<file path="src/rtl/uart_csr_pkg.sv">
package uart_csr_pkg;

  localparam int DATA_W = 8;
  localparam int ADDR_W = 6;

  // Register offsets
  localparam logic [ADDR_W-1:0] OFS_MODE = 6'h00;
  localparam logic [ADDR_W-1:0] OFS_STAT = 6'h04;
  localparam logic [ADDR_W-1:0] OFS_CMD  = 6'h08;
  localparam logic [ADDR_W-1:0] OFS_DATA = 6'h0C;
  localparam logic [ADDR_W-1:0] OFS_ISR  = 6'h14;
  localparam logic [ADDR_W-1:0] OFS_DIVH = 6'h18;
  localparam logic [ADDR_W-1:0] OFS_DIVL = 6'h1C;

  // Mode register A bit choosing the receive interrupt source
  localparam int MR_RXSEL = 6;

  typedef enum logic [2:0] {
    MISC_NOP     = 3'd0,
    MISC_PTR_RST = 3'd1,
    MISC_RX_RST  = 3'd2,
    MISC_TX_RST  = 3'd3,
    MISC_ERR_RST = 3'd4,
    MISC_BRK_CLR = 3'd5,
    MISC_BRK_ON  = 3'd6,
    MISC_BRK_OFF = 3'd7
  } misc_e;

  typedef enum logic [1:0] {
    DIR_NOP = 2'd0,
    DIR_EN  = 2'd1,
    DIR_DIS = 2'd2,
    DIR_RSV = 2'd3
  } dir_e;

  typedef struct packed {
    logic ptr_rst;
    logic rx_rst;
    logic tx_rst;
    logic brk_clr;
    logic tx_on;
    logic tx_off;
    logic rx_on;
    logic rx_off;
  } cmd_t;

endpackage

</file>
<file path="src/rtl/uart_cmd_decode.sv">
module uart_cmd_decode
  import uart_csr_pkg::*;
(
  input  logic       cmd_wr,
  input  logic [6:0] cmd_byte,
  output cmd_t       cmd
);

  misc_e misc_f;
  dir_e  tx_f;
  dir_e  rx_f;

  assign misc_f = misc_e'(cmd_byte[6:4]);
  assign tx_f   = dir_e'(cmd_byte[3:2]);
  assign rx_f   = dir_e'(cmd_byte[1:0]);

  always_comb begin
    cmd = '0;
    if (cmd_wr) begin
      case (misc_f)
        MISC_PTR_RST: cmd.ptr_rst = 1'b1;
        MISC_RX_RST:  cmd.rx_rst  = 1'b1;
        MISC_TX_RST:  cmd.tx_rst  = 1'b1;
        MISC_BRK_CLR: cmd.brk_clr = 1'b1;
        default:      ;
      endcase
      cmd.tx_on  = (tx_f == DIR_EN);
      cmd.tx_off = (tx_f == DIR_DIS);
      cmd.rx_on  = (rx_f == DIR_EN);
      cmd.rx_off = (rx_f == DIR_DIS);
    end
  end

endmodule

</file>
<file path="src/rtl/uart_mode_bank.sv">
module uart_mode_bank #(
  parameter int NUM_MODE = 2,
  parameter int W        = 8,
  parameter int SEL_BIT  = 6,
  localparam int PW      = (NUM_MODE > 1) ? $clog2(NUM_MODE) : 1
) (
  input  logic         clk,
  input  logic         rst,
  input  logic         wr,
  input  logic [W-1:0] wdata,
  input  logic         ptr_rst,
  output logic [W-1:0] rd_val,
  output logic         rx_sel
);

  logic [NUM_MODE-1:0][W-1:0] mode_q;
  logic [PW-1:0]              ptr_q;

  for (genvar g = 0; g < NUM_MODE; g++) begin : g_mode
    always_ff @(posedge clk) begin
      if (rst)                             mode_q[g] <= '0;
      else if (wr && (ptr_q == PW'(g)))    mode_q[g] <= wdata;
    end
  end

  always_ff @(posedge clk) begin
    if (rst)                                       ptr_q <= '0;
    else if (ptr_rst)                              ptr_q <= '0;
    else if (wr && (ptr_q != PW'(NUM_MODE - 1)))   ptr_q <= ptr_q + 1'b1;
  end

  assign rd_val = mode_q[ptr_q];
  assign rx_sel = mode_q[0][SEL_BIT];

endmodule

</file>
<file path="src/rtl/uart_tx_hold.sv">
module uart_tx_hold #(
  parameter int W = 8
) (
  input  logic         clk,
  input  logic         rst,
  input  logic         wr,
  input  logic [W-1:0] wdata,
  input  logic         tx_rst,
  input  logic         tx_on,
  input  logic         tx_off,
  input  logic         tx_ready,
  output logic         tx_valid,
  output logic [W-1:0] tx_data,
  output logic         tx_enabled,
  output logic         tx_empty
);

  always_ff @(posedge clk) begin
    if (rst) begin
      tx_enabled <= 1'b0;
      tx_empty   <= 1'b1;
      tx_data    <= '0;
    end else begin
      if (tx_valid && tx_ready) tx_empty <= 1'b1;
      if (wr) begin
        tx_empty <= 1'b0;
        tx_data  <= wdata;
      end
      // miscellaneous field first, transmitter field second
      if (tx_rst) begin
        tx_enabled <= 1'b0;
        tx_empty   <= 1'b1;
      end
      if (tx_on)       tx_enabled <= 1'b1;
      else if (tx_off) tx_enabled <= 1'b0;
    end
  end

  assign tx_valid = tx_enabled && !tx_empty;

endmodule

</file>
<file path="src/rtl/uart_csr_front.sv">
module uart_csr_front
  import uart_csr_pkg::*;
#(
  parameter int FIFO_DEPTH = 4,
  parameter int NUM_MODE   = 2,
  localparam int CNT_W     = $clog2(FIFO_DEPTH + 1)
) (
  input  logic              clk,
  input  logic              rst,
  input  logic              bus_sel,
  input  logic              bus_we,
  input  logic [ADDR_W-1:0] bus_addr,
  input  logic [DATA_W-1:0] bus_wdata,
  output logic [DATA_W-1:0] bus_rdata,
  output logic              tx_valid,
  output logic [DATA_W-1:0] tx_data,
  input  logic              tx_ready,
  output logic              rxf_pop,
  input  logic [DATA_W-1:0] rxf_data,
  input  logic [CNT_W-1:0]  rxf_count,
  output logic              rxf_flush,
  input  logic              brk_evt,
  output logic              rx_enable,
  output logic [2*DATA_W-1:0] baud_div,
  output logic              irq
);

  logic wr_hit, rd_hit;
  assign wr_hit = bus_sel &&  bus_we;
  assign rd_hit = bus_sel && !bus_we;

  cmd_t cmd;
  uart_cmd_decode u_dec (
    .cmd_wr   (wr_hit && (bus_addr == OFS_CMD)),
    .cmd_byte (bus_wdata[6:0]),
    .cmd      (cmd)
  );

  logic [DATA_W-1:0] mode_rd;
  logic              rx_sel;
  uart_mode_bank #(.NUM_MODE(NUM_MODE), .W(DATA_W), .SEL_BIT(MR_RXSEL)) u_mode (
    .clk     (clk),
    .rst     (rst),
    .wr      (wr_hit && (bus_addr == OFS_MODE)),
    .wdata   (bus_wdata),
    .ptr_rst (cmd.ptr_rst),
    .rd_val  (mode_rd),
    .rx_sel  (rx_sel)
  );

  logic tx_enabled, tx_empty;
  uart_tx_hold #(.W(DATA_W)) u_tx (
    .clk        (clk),
    .rst        (rst),
    .wr         (wr_hit && (bus_addr == OFS_DATA)),
    .wdata      (bus_wdata),
    .tx_rst     (cmd.tx_rst),
    .tx_on      (cmd.tx_on),
    .tx_off     (cmd.tx_off),
    .tx_ready   (tx_ready),
    .tx_valid   (tx_valid),
    .tx_data    (tx_data),
    .tx_enabled (tx_enabled),
    .tx_empty   (tx_empty)
  );

  // Receive side
  logic rx_rdy, rx_full;
  assign rx_rdy  = (rxf_count != '0);
  assign rx_full = (rxf_count == CNT_W'(FIFO_DEPTH));

  always_ff @(posedge clk) begin
    if (rst) rx_enable <= 1'b0;
    else begin
      if (cmd.rx_rst)     rx_enable <= 1'b0;
      if (cmd.rx_on)      rx_enable <= 1'b1;
      else if (cmd.rx_off) rx_enable <= 1'b0;
    end
  end

  assign rxf_flush = cmd.rx_rst;
  assign rxf_pop   = rd_hit && (bus_addr == OFS_DATA) && rx_rdy;

  // Break-change flag
  logic brk_q;
  always_ff @(posedge clk) begin
    if (rst)              brk_q <= 1'b0;
    else if (brk_evt)     brk_q <= 1'b1;
    else if (cmd.brk_clr) brk_q <= 1'b0;
  end

  // Status and interrupt status
  logic [DATA_W-1:0] status_v, isr_vec;
  assign status_v = {4'b0000, tx_empty, tx_enabled, rx_full, rx_rdy};
  assign isr_vec  = {5'b00000, brk_q, (rx_sel ? rx_full : rx_rdy), tx_enabled};

  // Mask and divider registers
  logic [DATA_W-1:0] imr_q, div_hi_q, div_lo_q;
  always_ff @(posedge clk) begin
    if (rst) begin
      imr_q    <= '0;
      div_hi_q <= '0;
      div_lo_q <= '0;
    end else if (wr_hit) begin
      case (bus_addr)
        OFS_ISR:  imr_q    <= bus_wdata;
        OFS_DIVH: div_hi_q <= bus_wdata;
        OFS_DIVL: div_lo_q <= bus_wdata;
        default:  ;
      endcase
    end
  end
  assign baud_div = {div_hi_q, div_lo_q};

  // Registered read data
  always_ff @(posedge clk) begin
    if (rst) bus_rdata <= '0;
    else if (rd_hit) begin
      case (bus_addr)
        OFS_MODE: bus_rdata <= mode_rd;
        OFS_STAT: bus_rdata <= status_v;
        OFS_DATA: bus_rdata <= rx_rdy ? rxf_data : '0;
        OFS_ISR:  bus_rdata <= isr_vec;
        OFS_DIVH: bus_rdata <= div_hi_q;
        OFS_DIVL: bus_rdata <= div_lo_q;
        default:  bus_rdata <= '0;
      endcase
    end
  end

  // Registered interrupt line
  always_ff @(posedge clk) begin
    if (rst) irq <= 1'b0;
    else     irq <= |(isr_vec & imr_q);
  end

endmodule

</file>
<file path="config.mk">
export PLATFORM = sky130hd
export DESIGN_NAME = uart_csr_front
export DESIGN_NICKNAME = d
export VERILOG_FILES = /design/src/rtl/uart_csr_pkg.sv /design/src/rtl/uart_cmd_decode.sv /design/src/rtl/uart_mode_bank.sv /design/src/rtl/uart_tx_hold.sv /design/src/rtl/uart_csr_front.sv
export SDC_FILE = /design/constraint.sdc
export NUM_CORES = 1
export LEC_CHECK = 0
export BUFFER_PORTS_ARGS = -buffer_cell sky130_fd_sc_hd__buf_2
export CORE_ASPECT_RATIO = 0.7
export CORE_MARGIN = 4
export CORE_UTILIZATION = 41
export DETAILED_ROUTE_END_ITERATION = 6
export GPL_TIMING_DRIVEN = 0
export SLEW_MARGIN = 25
export SYNTH_ARGS = -nofsm -noshare
export SYNTH_HDL_FRONTEND = slang
export SYNTH_HIERARCHICAL = 1
export SYNTH_SLANG_ARGS = --single-unit
</file>
<file path="constraint.sdc">
create_clock -name clk -period 2.35 [get_ports clk]
set_clock_uncertainty 0.2 [all_clocks]
set_input_delay 0.1175 -clock clk [delete_from_list [all_inputs] [get_ports clk]]
set_output_delay 0.1175 -clock clk [all_outputs]
set_load 0.02 [all_outputs]
</file>
==> impl_metrics.tcl, run 1 <==
set metrics [dict create \
    tritoncts "yes" \
    yosys_warnings 6 \
    setup_viol 0 \
    clk_pin_slew_ps 60 \
    synth.ff_latch_count 57 \
    mostFrequentLayoutCells "buf_2 (67), dfxtp_1 (57), mux2i_1 (44)" \
    numCtsBuffers 9 \
    drive_gt1_share_pct 29.8 \
    hp-start "rst" \
    fp.coreArea_um2 6340 \
    port_buffers 67 \
    syn_avg_cell_area_um2 9.77 \
    finalSetupTns_ps 0 \
    crit_arrival_ps 1850 \
    final.min_clock_period_ps 2170 \
    num_vias 2436 \
    wl_um 7930 \
    synth-simple-area-share_pct 22.4 \
    finalHoldViolations 0 \
    die_h_um 76.1 \
    clock-sinks 57 \
    p_leak_nw 1.66 \
    synth_ff_type "dfxtp_1" \
    ioPinCount 68 \
    synth-xor-area-share_pct 0.323 \
    synth_top_family_by_area "multiplexers" \
    max_freq_mhz 462 \
    track_usage_pct 20.6 \
    hp-class "in -> reg" \
    grt_first_pass_wirelength_um 13000 \
    synth_cell_types 39 \
    slowest_delay_ps 530 \
    critical_path.startpoint_type "input pin" \
    critPathKind "in -> out" \
    grt.overflow.total 0 \
    syn_to_final_growth_pct 33.9 \
    relSlewSlack_pct 54.7 \
    synth_area_um2 2720 \
    firstDrtPassIters 5 \
    synth-edff-count 0 \
    crit_start "rxf_count[0]" \
    mostFrequentLayoutCell "buf_2" \
    final_max_slew_viol_count 0 \
    tightest_slew_ps 679 \
    rr_startpoint "u_mode/ptr_q" \
    antenna_found_initial 0 \
    worst_skew_pair.late_latency_ps 340 \
    maxCapViolations 0 \
    syn_nets 309 \
    rsz0062_at_grt "false" \
    vdd_ir_drop_max_mv 0.362 \
    grt_start_max_net_pins 12 \
    cts_buffer_depth 2 \
    hpwlAfterDp_um 5730 \
    cp_common_cell "buf_2" \
    start_util_pct 42.9 \
    vias_per_cell 5.15 \
    placementRows 24 \
    antenna_left 0 \
    worstPathCellList "dlygate4sd3_1 -> buf_2 -> or3_1 -> and4_1 -> and2_1 -> buf_2" \
    synthMuxAreaShare_pct 22.4 \
    wl_per_cell_um 16.8 \
    fin_hold_ws_ps 15.7 \
    netlist_instances 278 \
    die_w_um 105 \
    cts-root-buf "clkbuf_8" \
    gp_congestion 0.875 \
    synthAdderAreaFrac_pct 0 \
    pwr_density_cell_nw_per_um2 628 \
    ctsHtreeMaxLevel 3 \
    placed_cells 436 \
    yosysSeqAreaShare_pct 42.0 \
    drc 0 \
    antenna_cells 0 \
    worstPathMaxFanout 8 \
    cts_setup_buffers 0 \
    status "completed" \
    required_ps 2030 \
    final_cell_count_no_fill 473 \
    synth_compound_gate_area_share_pct 8.99 \
    period_share_pct 92.1 \
    nets 408 \
    die_area_um2 8010 \
    synth_async_sr_flop_share_pct 0 \
    grt_pass1_vias 2475 \
    cp-end-kind "primary output" \
    detail_route.iter0.violations 151 \
    worst_path_max_delay_cell "dlygate4sd3_1" \
]
-- report_power, final --
| part | switching [mW] | internal (mW) | total [mW] |
|---|---|---|---|
| combinational | 0.0943 | 0.0738 | 0.168 |
| sequential | 0.00422 | 0.973 | 0.977 |
| clock | 0.407 | 0.732 | 1.14 |
-- synthesized netlist by cell type (2+ instances only) --
master	count	area, um^2
buf_6	2	22.5
nor4_1	3	18.8
a221oi_1	2	17.5
and3b_2	4	40.0
nor2_1	41	154
dfxtp_1	57	1140
a21oi_1	10	50.1
or4_4	2	22.5
mux2_2	15	169
a22oi_1	4	30.0
mux2i_1	44	440
clkbuf_1	9	33.8
a222oi_1	5	50.1
and2_1	2	12.5
nand3_1	2	10.0
inv_1	5	18.8
and4bb_1	2	25.0
nand2b_1	27	169
nand2_1	5	18.8
nor2b_1	3	18.8
and4b_1	2	20.0
a211oi_1	8	60.1
nor3_1	6	30.0
buf_4	3	22.5
-- metal layers --
| layer | wire length, um | track usage, % | vias up |
|---|---|---|---|
| met3 | 433 | 6.77 | 12 |
| met1 | 3890 | 28.3 | 1149 |
| met4 | 154 | 5.77 | 0 |
| met2 | 3450 | 30.9 | 77 |
| met5 | 0 | 0 | - |
| li1 | - | - | 1198 |
-- worst paths after layout --
| check | endpoint | slack [ps] | cells past startpoint |
|---|---|---|---|
| min | u_mode/mode_q[13] | 20 | 3 |
| max reg2reg | bus_rdata[2] | 470 | 4 |
| min reg2reg | u_mode/mode_q[4] | 270 | 2 |
| max | rxf_pop | 180 | 6 |
-- final cells by class --
type                       count  area (um^2)
clock inverter                 5          103
clock buffer                  11          141
inverter                       5         18.8
buffer                        14         80.1
fill                         591         2700
multi-input combinational    201         1480
tap                           91          114
sequential                    57         1140
timing repair buffer          89          556
-- state kept, by name (all words and copies together) (netlist names) --
name             flops
rx_enable            1
div_hi_q             8
brk_q                1
bus_rdata            8
u_tx/tx_empty        1
u_mode/ptr_q         1
u_tx/tx_enabled      1
u_mode/rx_sel        1
imr_q                3
irq                  1
u_mode/mode_q       15
u_tx/tx_data         8
div_lo_q             8
-- through the flow --
stage                     total power, mW  area (um^2)  setup WS [ps]  util [%]
after floorplan                      1.06         2720            186         -
after global placement               1.14         3160           -240      49.9
after detailed placement             1.14         3160           -332      49.9
after CTS                            2.31         3630           14.5      57.3
after global routing                 2.38         3640           47.5      57.4
final                                2.28         3640            185      57.4
-- repair_timing --
action                                 4_1_cts  5_1_grt
hold buffers                                22        0
endpoints found under the hold margin       53        0
cloned                                       0        0
setup endpoints to repair                    1        1
gates resized for setup                      1        0
-- logic make-up after synthesis --
family,Yosys count
simple gates,107
mux,59
flops,57
compound gates,34
buf+inv,20
xor+xnor,1
-- worst max-delay path, delay by kind of cell --
| family | cells | cell delay [ps] |
|---|---|---|
| buffers and inverters | 3 | 820 |
| AND/OR/NAND/NOR | 3 | 910 |
Power figures use the tool's default switching activity.
==> run 2, diff against run 1 <==
--- a/config.mk
+++ b/config.mk
@@ -6,11 +6,14 @@
 export NUM_CORES = 1
 export LEC_CHECK = 0
 export BUFFER_PORTS_ARGS = -buffer_cell sky130_fd_sc_hd__buf_2
+export CELL_PAD_IN_SITES_DETAIL_PLACEMENT = 1
+export CELL_PAD_IN_SITES_GLOBAL_PLACEMENT = 2
 export CORE_ASPECT_RATIO = 0.7
 export CORE_MARGIN = 4
-export CORE_UTILIZATION = 41
+export CORE_UTILIZATION = 29
 export DETAILED_ROUTE_END_ITERATION = 6
 export GPL_TIMING_DRIVEN = 0
+export PLACE_DENSITY_LB_ADDON = 0.1
 export SLEW_MARGIN = 25
 export SYNTH_ARGS = -nofsm -noshare
 export SYNTH_HDL_FRONTEND = slang
==> constraint.sdc (replaced) <==
create_clock -name clk -period 1.9 [get_ports clk]
set_clock_uncertainty 0.2 [all_clocks]
set_input_delay 0.095 -clock clk [delete_from_list [all_inputs] [get_ports clk]]
set_output_delay 0.095 -clock clk [all_outputs]
set_load 0.02 [all_outputs]
==> impl_metrics.tcl, run 2 (synthesized netlist as in run 1, its figures left out) <==
set metrics [dict create \
    cts-root-buf "clkbuf_16" \
    grt.overflow.total 0 \
    largest_reg_flops 15 \
    grt_pass1_vias 2598 \
    status "completed" \
    final_max_slew_viol_count 0 \
    hpwlAfterDp_um 6750 \
    placementRows 29 \
    tritoncts "yes" \
    vias_per_cell 4.96 \
    clk_pin_slew_ps 50 \
    period_share_pct 95.5 \
    clock-sinks 57 \
    maxCapViolations 0 \
    die_area_um2 11000 \
    worst_skew_pair.late_latency_ps 330 \
    tightest_slew_ps 782 \
    mostFrequentLayoutCell "buf_2" \
    postPlaceCellArea_um2 3220 \
    worst_path_max_delay_cell "a222oi_1" \
    antenna_cells 0 \
    numCtsBuffers 9 \
    firstDrtPassIters 4 \
    cts_buffer_depth 2 \
    max_freq_mhz 551 \
    slowest_delay_ps 390 \
    critical_path.startpoint_type "register" \
    die_w_um 124 \
    pre_cts_ws_ps -451 \
    required_ps 1870 \
    grt_first_pass_wirelength_um 15000 \
    start_util_pct 29.8 \
    drive_gt1_share_pct 31.6 \
    drc 0 \
    post-route-util_pct 41.5 \
    vdd_ir_drop_max_mv 0.400 \
    num_vias 2500 \
    setup_slack_ps 86.0 \
    antenna_found_initial 0 \
    pwr_density_cell_nw_per_um2 821 \
    wl_per_cell_um 18.7 \
    critPathKind "reg -> reg" \
    syn_to_final_growth_pct 39.1 \
    gp_congestion 0.734 \
    hp-class "in -> reg" \
    rsz0062_at_grt "false" \
    track_usage_pct 18.5 \
    worstPathMaxFanout 10 \
    grt_start_max_net_pins 12 \
    ctsHtreeMaxLevel 3 \
    worstPathCellList "buf_4 -> mux2_2 -> a222oi_1 -> a211oi_1" \
    final.min_clock_period_ps 1810 \
    die_h_um 89.0 \
    setup_viol 0 \
    mostFrequentLayoutCells "buf_2 (67), dfxtp_1 (57), mux2i_1 (44)" \
    wl_um 9410 \
    port_buffers 67 \
    relSlewSlack_pct 47.6 \
    antenna_left 0 \
    detail_route.iter0.violations 139 \
    crit_arrival_ps 1790 \
    fin_hold_ws_ps 21.9 \
    cp-end-kind "register" \
    nets 408 \
    top_register "u_mode/mode_q" \
    finalHoldViolations 0 \
    fp.coreArea_um2 9110 \
    p_leak_nw 1.71 \
    stdcell_area_um2 3780 \
    ioPinCount 68 \
]
==> run 2: path summary, 6_finish.rpt <==
check                                 startpoint  slack, ps  cells after the start          endpoint
worst min-delay path                      bus_we         20                      4      bus_rdata[3]
worst max register to register      u_mode/ptr_q         90                      4      bus_rdata[4]
worst min register to register  u_mode/mode_q[8]        280                      2  u_mode/mode_q[8]
worst max-delay path                u_mode/ptr_q         90                      4      bus_rdata[4]
==> run 2: final cells by class <==
class                      count  area (um^2)
clock buffer                  12          267
clock inverter                 2         37.5
buffer                        14         81.3
sequential                    57         1140
fill                        1045         5330
inverter                       5         18.8
timing repair buffer          89          553
multi-input combinational    201         1520
tap                          124          155
==> run 2: metrics by stage <==
step                      power [mW]  std cells  setup TNS, ps
after CTS                       3.13        504           -430
after detailed placement        1.42        469         -12510
after global placement          1.42        469         -11350
after floorplan                 1.32        278           -334
after global routing            3.22        504              0
final                           3.10        504              0
==> run 2: report_power, final <==
group | leakage, nW | switching [mW] | total (mW) | internal (mW)
logic | 1.10 | 0.131 | 0.224 | 0.0923
clock network | 0.147 | 0.560 | 1.67 | 1.11
registers | 0.460 | 0.00482 | 1.21 | 1.21
==> run 2: routing by layer <==
| metal | up-vias | GRT usage (%) | part of all wire [%] |
|---|---|---|---|
| met5 | - | 0 | 0 |
| met4 | 0 | 5.13 | 1.1 |
| met3 | 11 | 4.43 | 4.7 |
| met2 | 65 | 28.8 | 45 |
| met1 | 1226 | 25.6 | 50 |
| li1 | 1198 | - | - |
==> run 2: critical path, delay by kind of cell, from the launching register on <==
kind / cells / cell delay [ps]
AOI/OAI and AO/OA: 2 / 530
DFF: 1 / 350
buffers and inverters: 1 / 220
muxes: 1 / 370
==> run 2: what timing repair did <==
action	CTS	global route
endpoints found under the hold margin	54	0
endpoints found under the setup margin	9	16
gates resized for setup	3	6
hold buffers	21	0
setup buffers	0	1
pin swaps	0	1
